==> src/rtl/dsd_pkg.sv <==
// Package: shared defaults and helpers for the despreader.
// Assumes one message bit per code period and segment-aligned frames.
package dsd_pkg;

    localparam int DEF_CHIPS_PER_BIT = 15;
    localparam int DEF_BITS_PER_FRAME = 4;
    localparam int DEF_LFSR_W = 4;

    // Majority threshold: more than half of the chips must agree.
    function automatic int majority_threshold(input int chips);
        return chips / 2 + 1;
    endfunction

endpackage

==> src/rtl/dsd_code_gen.sv <==
// Local spreading-code generator: Fibonacci shift register whose
// stage 0 is the current code chip. It advances once per consumed chip
// and is reloaded with SEED at each segment start.
// Assumes SEED is nonzero and TAPS give the wanted sequence.
module dsd_code_gen #(
    parameter int               W    = 4,
    parameter logic [W-1:0]     TAPS = 4'b1001,
    parameter logic [W-1:0]     SEED = 4'b0100
) (
    input  logic clk,
    input  logic rst_n,
    input  logic reseed,
    input  logic advance,
    output logic code_chip
);

    logic [W-1:0] st;

    // State update: seed on reset or segment start, else shift in feedback.
    always_ff @(posedge clk) begin
        if (!rst_n) begin
            st <= SEED;
        end else if (reseed) begin
            st <= SEED;
        end else if (advance) begin
            st <= {^(st & TAPS), st[W-1:1]};
        end
    end

    assign code_chip = st[0];

    p_state_nonzero_r6: assert property (@(posedge clk) disable iff (!rst_n)
        st != '0)
        else $error("code generator reached all-zero state");

    p_reseed_loads_r1: assert property (@(posedge clk) disable iff (!rst_n)
        reseed |=> st == SEED)
        else $error("segment start did not reload the seed");

endmodule

==> src/rtl/dsd_chip_source.sv <==
// Chip source: merges the parallel and serial frame inputs into a
// single chip stream. A parallel frame is held in a shift register and
// emitted MSB first, one chip per clock. Serial input is ignored while
// the register drains, and loads are accepted only when it is empty.
module dsd_chip_source #(
    parameter int FRAME = 60
) (
    input  logic             clk,
    input  logic             rst_n,
    input  logic             frame_load,
    input  logic [FRAME-1:0] frame_word,
    input  logic             chip_valid,
    input  logic             chip_in,
    output logic             chip_vld,
    output logic             chip_bit,
    output logic             restart
);

    localparam int CW = $clog2(FRAME + 1);

    logic [FRAME-1:0] sr;
    logic [CW-1:0]    left;
    logic             draining;

    assign draining = (left != '0);
    assign restart  = frame_load && !draining;
    assign chip_vld = draining || (chip_valid && !frame_load);
    assign chip_bit = draining ? sr[FRAME-1] : chip_in;

    // Frame register: capture on accepted load, then shift one chip per cycle.
    always_ff @(posedge clk) begin
        if (!rst_n) begin
            sr   <= '0;
            left <= '0;
        end else if (restart) begin
            sr   <= frame_word;
            left <= CW'(FRAME);
        end else if (draining) begin
            sr   <= sr << 1;
            left <= left - CW'(1);
        end
    end

    p_load_fill_r4: assert property (@(posedge clk) disable iff (!rst_n)
        restart |=> left == CW'(FRAME))
        else $error("accepted load did not arm a full frame");

    p_drain_step_r9: assert property (@(posedge clk) disable iff (!rst_n)
        (left != '0) |=> left == $past(left) - CW'(1))
        else $error("drain count did not step down by one");

endmodule

==> src/rtl/dsd_correlator.sv <==
// Correlator: counts chips that agree with the local code in the
// current segment and decides one bit by majority on the segment's
// last chip. It also tracks position within the frame and tells the
// code generator when to advance and when to reseed.
module dsd_correlator #(
    parameter int CHIPS  = 15,
    parameter int BITS   = 4,
    parameter int THRESH = 8
) (
    input  logic clk,
    input  logic rst_n,
    input  logic restart,
    input  logic chip_vld,
    input  logic chip_bit,
    input  logic code_chip,
    output logic advance,
    output logic reseed,
    output logic bit_vld,
    output logic bit_val,
    output logic frame_end
);

    localparam int CNT_W = $clog2(CHIPS + 1);
    localparam int IDX_W = $clog2(CHIPS);
    localparam int SEG_W = (BITS > 1) ? $clog2(BITS) : 1;

    logic [CNT_W-1:0] cnt;
    logic [CNT_W-1:0] total;
    logic [IDX_W-1:0] chip_idx;
    logic [SEG_W-1:0] seg_idx;
    logic             agree;
    logic             seg_last;

    assign agree     = ~(chip_bit ^ code_chip);
    assign total     = cnt + CNT_W'(agree);
    assign seg_last  = (chip_idx == IDX_W'(CHIPS - 1));
    assign bit_vld   = chip_vld && seg_last;
    assign bit_val   = (total >= CNT_W'(THRESH));
    assign frame_end = bit_vld && (seg_idx == SEG_W'(BITS - 1));
    assign advance   = chip_vld;
    assign reseed    = restart || bit_vld;

    // Segment bookkeeping: accumulate agreements, clear at each boundary.
    always_ff @(posedge clk) begin
        if (!rst_n || restart) begin
            cnt      <= '0;
            chip_idx <= '0;
            seg_idx  <= '0;
        end else if (chip_vld) begin
            if (seg_last) begin
                cnt      <= '0;
                chip_idx <= '0;
                seg_idx  <= frame_end ? '0 : seg_idx + SEG_W'(1);
            end else begin
                cnt      <= total;
                chip_idx <= chip_idx + IDX_W'(1);
            end
        end
    end

    p_count_bound_r7: assert property (@(posedge clk) disable iff (!rst_n)
        CNT_W'(chip_idx) >= cnt)
        else $error("agreement count exceeds chips seen");

    p_seg_clear_r7: assert property (@(posedge clk) disable iff (!rst_n)
        bit_vld |=> (cnt == '0 && chip_idx == '0))
        else $error("segment boundary did not clear the count");

    p_idle_hold_r5: assert property (@(posedge clk) disable iff (!rst_n)
        (!chip_vld && !restart) |=> ($stable(cnt) && $stable(chip_idx) && $stable(seg_idx)))
        else $error("progress changed without a chip");

endmodule

==> src/rtl/dsd_despreader.sv <==
// Despreader top: chip source, local code generator and correlator,
// plus the message assembly register and the done pulse.
// Assumes frames are aligned to segment boundaries.
module dsd_despreader #(
    parameter int                  CHIPS_PER_BIT  = dsd_pkg::DEF_CHIPS_PER_BIT,
    parameter int                  BITS_PER_FRAME = dsd_pkg::DEF_BITS_PER_FRAME,
    parameter int                  LFSR_W         = dsd_pkg::DEF_LFSR_W,
    parameter logic [LFSR_W-1:0]   LFSR_TAPS      = 4'b1001,
    parameter logic [LFSR_W-1:0]   LFSR_SEED      = 4'b0100,
    localparam int                 FRAME_CHIPS    = CHIPS_PER_BIT * BITS_PER_FRAME
) (
    input  logic                      clk,
    input  logic                      rst_n,
    input  logic                      frame_load,
    input  logic [FRAME_CHIPS-1:0]    frame_word,
    input  logic                      chip_valid,
    input  logic                      chip_in,
    output logic [BITS_PER_FRAME-1:0] msg_out,
    output logic                      msg_done
);

    localparam int THRESH = dsd_pkg::majority_threshold(CHIPS_PER_BIT);

    logic chip_vld, chip_bit, restart;
    logic advance, reseed, code_chip;
    logic bit_vld, bit_val, frame_end;
    logic [BITS_PER_FRAME-1:0] msg_sr;

    dsd_chip_source #(.FRAME(FRAME_CHIPS)) u_src (
        .clk        (clk),
        .rst_n      (rst_n),
        .frame_load (frame_load),
        .frame_word (frame_word),
        .chip_valid (chip_valid),
        .chip_in    (chip_in),
        .chip_vld   (chip_vld),
        .chip_bit   (chip_bit),
        .restart    (restart)
    );

    dsd_code_gen #(.W(LFSR_W), .TAPS(LFSR_TAPS), .SEED(LFSR_SEED)) u_code (
        .clk       (clk),
        .rst_n     (rst_n),
        .reseed    (reseed),
        .advance   (advance),
        .code_chip (code_chip)
    );

    dsd_correlator #(.CHIPS(CHIPS_PER_BIT), .BITS(BITS_PER_FRAME), .THRESH(THRESH)) u_corr (
        .clk       (clk),
        .rst_n     (rst_n),
        .restart   (restart),
        .chip_vld  (chip_vld),
        .chip_bit  (chip_bit),
        .code_chip (code_chip),
        .advance   (advance),
        .reseed    (reseed),
        .bit_vld   (bit_vld),
        .bit_val   (bit_val),
        .frame_end (frame_end)
    );

    // Message assembly: shift decided bits in, first segment ends up as MSB.
    always_ff @(posedge clk) begin
        if (!rst_n) begin
            msg_sr   <= '0;
            msg_out  <= '0;
            msg_done <= 1'b0;
        end else begin
            msg_done <= frame_end;
            if (bit_vld) begin
                msg_sr <= {msg_sr[BITS_PER_FRAME-2:0], bit_val};
            end
            if (frame_end) begin
                msg_out <= {msg_sr[BITS_PER_FRAME-2:0], bit_val};
            end
        end
    end

    p_done_pulse_r8: assert property (@(posedge clk) disable iff (!rst_n)
        msg_done |=> !msg_done)
        else $error("done pulse longer than one cycle");

    p_msg_hold_r8: assert property (@(posedge clk) disable iff (!rst_n)
        !msg_done |-> $stable(msg_out))
        else $error("message changed without done");

endmodule

==> config.mk <==
export PLATFORM = sky130hd
export DESIGN_NAME = dsd_despreader
export DESIGN_NICKNAME = d
export VERILOG_FILES = /design/src/rtl/dsd_pkg.sv /design/src/rtl/dsd_code_gen.sv /design/src/rtl/dsd_chip_source.sv /design/src/rtl/dsd_correlator.sv /design/src/rtl/dsd_despreader.sv
export SDC_FILE = /design/constraint.sdc
export NUM_CORES = 1
export LEC_CHECK = 0
export CORE_MARGIN = 3
export CORE_UTILIZATION = 29
export CTS_CLUSTER_DIAMETER = 120
export DETAILED_ROUTE_END_ITERATION = 6
export DONT_BUFFER_PORTS = 1
export PLACE_DENSITY_LB_ADDON = 0.05
export SETUP_SLACK_MARGIN = 0.15
export SLEW_MARGIN = 20
export SYNTH_ARGS = -nofsm -noshare
export SYNTH_HDL_FRONTEND = slang
export SYNTH_HIERARCHICAL = 1
export SYNTH_SLANG_ARGS = --single-unit
==> constraint.sdc <==
create_clock -name clk -period 4.2 [get_ports clk]
set_input_delay 0.42 -clock clk [delete_from_list [all_inputs] [get_ports clk]]
set_output_delay 0.42 -clock clk [all_outputs]
set_load 0.01 [all_outputs]
==> qor.csv, run 1 <==
metric;value;unit
post-synthesis sequential area ratio;0.412;
EDFF count, synth;0;
slew margin rel.;0.491;
Synth Cell Area;0.00428;mm2
main combinational cell family by area after synthesis;compound AO/OA/AOI/OAI gates;
compound-cell area share of the yosys netlist;0.180;
largest net degree at the start of global routing;77;
Worst Tran Pin Value;0.764;ns
core area;0.0141;mm2
Seq. cell area;0.00176;mm2
Max Root-Sink Buffers;2;
mean number of vias per cell;5.29;
initial core utilization;0.302;
first-pass GRT wire length;16600;um
Final Hold Slack;0.203;ns
share of post-route cells with drive strength above 1;0.0685;
# DRC;0;
CP most frequent cell;nand2b_1;
CP Class;flop to flop;
shortest period the worst path allows;2.74;ns
fin worst setup slack;1.46;ns
RSZ-0062 raised after global routing;no;
setup TNS;0;ns
number of I/O pins;70;
I/O Buffers;0;
fin crit share;0.653;
pins over their slew limit;0;
TritonCTS Sinks;88;
Wirelength per Cell;17.2;um
CP Launch Type;flop;
Distinct cells, synth;44;
GP Congestion;0.694;
dominant synthesized flop cell;dfxtp_1;
Final Hold Fails;0;
crit-path leading delay family;simple AND/OR/NAND/NOR gates;
Final Core Density;0.325;
critical path depth;9;
Leak;0.00235;uW
worst-case register-to-register setup slack;1.46;ns
global routing usage on met2;0.210;
status;finished, final reports clean;
CTS tree;yes;
hold depth;1;
clock skew;0.00857;ns
Post-Route WL;9890;um
Inserted Diodes;0;
Post-DP Area;0.00426;mm2
CP Data Arrival Time;2.98;ns
die width;127;um
asr flop ratio synth;0;
TritonCTS Buffers;9;
critical path buffer and inverter count;1;
routed via count;3039;
number of routed nets with antenna violations;0;
Synth Instances;416;
fin area;0.00460;mm2
yosys warns;6;
post-detail-place hpwl;5580;um
setup violators final;0;
fillcell total;1441;
overall overflow remaining after global route;0;
adder-cell share of the synthesized area;0.0117;
CTS Root Cell;clkbuf_16;
fmax;0.365;GHz
Largest stage delay, worst path;0.55;ns
WP data required;4.44;ns
Critical Path End Type;flop;
Worst Path Max Fanout;27;
first drt pass iteration count;4;
# resized after CTS;0;
Reg clk slew, reported paths;0.07;ns
multi-input logic area;0.00223;mm2
H-tree depth;3;
die height;127;um
routing usage on met3;0.0523;
mean post-synth cell area;10.3;um2
pre-CTS worst setup slack;1.40;ns
worst skew pair latency;0.35;ns
peak supply drop;0.412;mV
critical path, cell by cell;nor4_4 > and2_2 > o21ai_1 > buf_4 > nand2b_1 > nor2_1 > or2_2 > nand2b_1 > a211o_1;
GRT busiest layer;met2;
Worst R2R Path Depth;9;
Yosys reg bits;88;
xor/xnor share of the synthesized area;0.00614;
post-synthesis mux area share;0.171;
setup bufs post-CTS;0;
Simple-Gate Fraction of Synth Area;0.149;
number of global-route vias before repair;3214;
Worst Hold Class;input pin to flop;
antenna violations before repair;0;
num rows;43;
GRT met1 Usage;0.156;
Initial DRC Count;117;
Hold-fix buffers, CTS;0;
Nets;458;
GRT Util Overall;0.128;
Synthesized Nets;485;
Max Cap Viol;0;
die area;0.0162;mm2
PD cells;769;mW/mm2
synth-to-layout area growth;7.40;%
slowest CP cell;and2_2;
cells by family (layout without fill, tap and decap cells):
kind of cell	Yosys count	in the layout
simple gates	113	113
xor+xnor	3	3
fa+ha+maj	4	4
buf+inv	47	25
compound gates	88	88
mux	73	73
flops	88	88
synth_stat cells, types with 3 or more instances:
cell type | number | area share
nor2b_1 | 9 | 0.013
nand3_1 | 63 | 0.074
buf_1 | 3 | 0.0026
clkbuf_1 | 12 | 0.011
and2_1 | 6 | 0.0088
a21oi_1 | 10 | 0.012
nand2b_1 | 3 | 0.0044
o21a_1 | 3 | 0.0053
buf_6 | 9 | 0.024
o21ai_0 | 7 | 0.0082
inv_1 | 5 | 0.0044
nor2_1 | 7 | 0.0061
ha_1 | 4 | 0.012
buf_2 | 4 | 0.0047
nor3_1 | 3 | 0.0035
nand4b_1 | 3 | 0.0061
dfxtp_1 | 88 | 0.41
nand2_1 | 4 | 0.0035
o211a_1 | 59 | 0.14
mux2i_1 | 71 | 0.17
nand3b_1 | 3 | 0.0053
buf_4 | 14 | 0.025
layout by cell type, fill, tap and decap left out, types with 2 or more instances in the layout:
cell type / count
nand2b_1: 3
dfxtp_1: 88
clkinvlp_4: 2
nand4b_1: 3
xnor2_1: 2
buf_4: 4
nand3_1: 63
nand2_1: 4
o211a_1: 59
and2_1: 5
o21ai_0: 6
mux2i_1: 71
bufinv_16: 2
ha_1: 3
a31oi_1: 2
and4b_1: 2
inv_1: 5
nor3_1: 3
o21a_1: 3
nor2b_1: 9
nand3b_1: 3
nor2_1: 7
clkinv_4: 2
a21oi_1: 10
or4_1: 2
clkbuf_16: 9
sequential cells by signal (all words and copies together) (netlist names):
name             count
u_corr/cnt           4
u_src/left           6
u_code/st            4
u_src/sr            60
msg_done             1
u_corr/seg_idx       2
u_corr/chip_idx      4
msg_out              4
msg_sr               3
path summary, 6_finish.rpt:
kind	from	to
setup / recovery	u_src/left[5]$_SDFFE_PN0P_	u_code/st[2]$_SDFFE_PP1P_
hold reg to reg	u_corr/cnt[0]$_SDFFE_PP0P_	u_corr/cnt[0]$_SDFFE_PP0P_
setup reg to reg	u_src/left[5]$_SDFFE_PN0P_	u_code/st[2]$_SDFFE_PP1P_
hold / removal	rst_n	msg_done$_SDFF_PN0_
report_power, final:
group	internal (uW)	leakage [uW]	switching (uW)	total [uW]
Clock	539	0.000155	347	886
Sequential	1110	0.000723	181	1290
Combinational	560	0.00147	795	1360
per-layer routing:
layer,part of all wire,vias up
met3,0.062,9
met4,0.011,0
met2,0.47,60
met5,0,-
li1,-,1491
met1,0.45,1479
layout make-up:
| cell class | instances | share of cell area |
|---|---|---|
| flip-flops and latches | 88 | 0.383 |
| repair buffers | 4 | 0.00653 |
| multi-input cells | 281 | 0.485 |
| inverters | 5 | 0.00408 |
| clock buffers | 10 | 0.0520 |
| clock inverters | 6 | 0.0201 |
| well taps | 180 | 0.0490 |
metrics by stage:
step                cells  power [uW]
floorplan             416        2560
global placement      558        2680
detailed placement    558        2690
CTS                   574        3620
global route          574        3840
finish                574        3530
No activity file was read; power rests on OpenSTA's default activity.
==> run 2: changes to the inputs <==
==> constraint.sdc (replaced) <==
create_clock -name clk -period 2.4 [get_ports clk]
set_input_delay 0.24 -clock clk [delete_from_list [all_inputs] [get_ports clk]]
set_output_delay 0.24 -clock clk [all_outputs]
set_load 0.01 [all_outputs]
==> run 2 against run 1 <==
Effect of this change:
- utilization increased by 0.44 points
- critical path depth fell by 1
- routed wire length is 0.56% lower
- highest routed layer unchanged
- critical path type unchanged
- sequential share of layout area down 0.41 points
- die area did not move
- setup slack worse by 1.2 ns
==> qor.csv, run 2 (synthesis gave the netlist of run 1 again) <==
metric;value;unit;change
initial core utilization;0.302;;unchanged
CTS Root Cell;clkbuf_16;;
Final Core Density;0.329;;+0.00442
die width;127;um;unchanged
core area;0.0141;mm2;unchanged
CP Data Arrival Time;2.38;ns;-0.60 ns
I/O Buffers;0;;unchanged
fin worst setup slack;0.280;ns;-1.18 ns
antenna violations before repair;0;;unchanged
CP Class;flop to flop;;
Initial DRC Count;221;;+89%
Max Root-Sink Buffers;2;;unchanged
Reg with most FFs;u_src/sr;;
synth-to-layout area growth;8.86;%;
most frequent cells in the layout;dfxtp_1, mux2i_1, nand3_1, o211a_1;;
largest registers;u_src/sr x60, u_src/left x6;;
critical path, cell by cell;nor4_4 > and2_4 > mux2_4 > xnor2_2 > ha_2 > ha_1 > nand3b_1 > a31oi_1;;
setup TNS;0;ns;unchanged
fmax;0.472;GHz;+29%
crit-path leading delay family;simple AND/OR/NAND/NOR gates;;
Worst Hold Class;input pin to flop;;
status;finished, final reports clean;;
pre-CTS worst setup slack;0.203;ns;-1.20 ns
Leak;0.00239;uW;+1.7%
Post-Route WL;9830;um;-0.56%
die height;127;um;unchanged
GP Congestion;0.665;;-4.2%
Wirelength per Cell;17.0;um;-1.1%
Nets;462;;+0.87%
pins over their slew limit;0;;unchanged
Max Cap Viol;0;;unchanged
largest net degree at the start of global routing;77;;unchanged
Largest stage delay, worst path;0.37;ns;-0.18 ns
first-pass GRT wire length;16400;um;-0.95%
routed via count;3077;;+1.3%
most common cell after layout, fill and taps aside;dfxtp_1;;
Worst Path Max Fanout;6;;-78%
GRT Util Overall;0.127;;-0.00115
die area;0.0162;mm2;unchanged
Worst Tran Pin Value;0.586;ns;-0.177 ns
peak supply drop;0.777;mV;+88%
Reg clk slew, reported paths;0.06;ns;about the same
mean number of vias per cell;5.33;;+0.72%
first drt pass iteration count;4;;unchanged
share of post-route cells with drive strength above 1;0.0957;;+0.0272
WP data required;2.66;ns;-1.78 ns
max FFs per register;60;;unchanged
fin crit share;0.883;;+0.230
overall overflow remaining after global route;0;;unchanged
PD cells;1350;mW/mm2;+75%
clock skew;0.00572;ns;-0.00284 ns
CP Launch Type;flop;;
shortest period the worst path allows;2.12;ns;-0.622 ns
Final Hold Fails;0;;unchanged
number of routed nets with antenna violations;0;;unchanged
# DRC;0;;unchanged
worst skew pair latency;0.34;ns;about the same
num rows;43;;unchanged
TritonCTS Buffers;9;;unchanged
slowest CP cell;dfxtp_4;;
TritonCTS Sinks;88;;unchanged
setup violators final;0;;unchanged
number of global-route vias before repair;3113;;-3.1%
Critical Path End Type;flop;;
RSZ-0062 raised after global routing;yes;;
critical path buffer and inverter count;0;;-1
Inserted Diodes;0;;unchanged
post-detail-place hpwl;5810;um;+4.1%
CTS tree;yes;;
slew margin rel.;0.609;;+0.118
H-tree depth;3;;unchanged
number of I/O pins;70;;unchanged
run 2: path summary, 6_finish.rpt:
kind | end | slack (ns) | startpoint | cells after the start
max | u_corr/cnt[2]$_SDFFE_PP0P_ | 0.28 | u_src/left[4]$_SDFFE_PN0P_ | 8
min reg2reg | u_corr/cnt[0]$_SDFFE_PP0P_ | 0.47 | u_corr/cnt[0]$_SDFFE_PP0P_ | 2
max reg2reg | u_corr/cnt[2]$_SDFFE_PP0P_ | 0.28 | u_src/left[4]$_SDFFE_PN0P_ | 8
min | u_src/sr[45]$_SDFFE_PN0P_ | 0.03 | rst_n | 1
run 2: area by class of cell:
class / count / area [um2]
Tap cell: 180 / 225
Multi-Input combinational cell: 281 / 2260
Inverter: 5 / 18.8
Fill cell: 1457 / 9490
Clock buffer: 12 / 256
Clock inverter: 3 / 65.1
Timing Repair Buffer: 8 / 63.8
Sequential cell: 88 / 1770
run 2: timing repair:
action,4_1_cts,5_1_grt
buffers inserted,0,1
resized for setup,0,11
setup endpoints to repair,0,12
hold buffers,0,0
run 2: per-layer routing:
| metal | wire length, um | vias up | global-route usage |
|---|---|---|---|
| li1 | - | 1500 | - |
| met1 | 4610 | 1505 | 0.154 |
| met2 | 4510 | 62 | 0.207 |
| met3 | 603 | 10 | 0.0518 |
| met4 | 113 | 0 | 0.0360 |
| met5 | 0 | - | 0 |
run 2: per-stage QoR:
step | cells | area [um2] | power [uW] | hold WS (ns)
floorplan | 416 | 4280 | 4490 | 0.367
detailed placement | 561 | 4290 | 4760 | 0.382
global placement | 561 | 4290 | 4720 | 0.375
finish | 577 | 4660 | 6280 | 0.0253
global route | 577 | 4660 | 6810 | 0.00460
CTS | 576 | 4610 | 6340 | 0.00752
run 2: power breakdown:
| part | internal [uW] | switching [uW] |
|---|---|---|
| Clock | 962 | 570 |
| Sequential | 1950 | 323 |
| Combinational | 1070 | 1410 |
| Total | 3980 | 2300 |
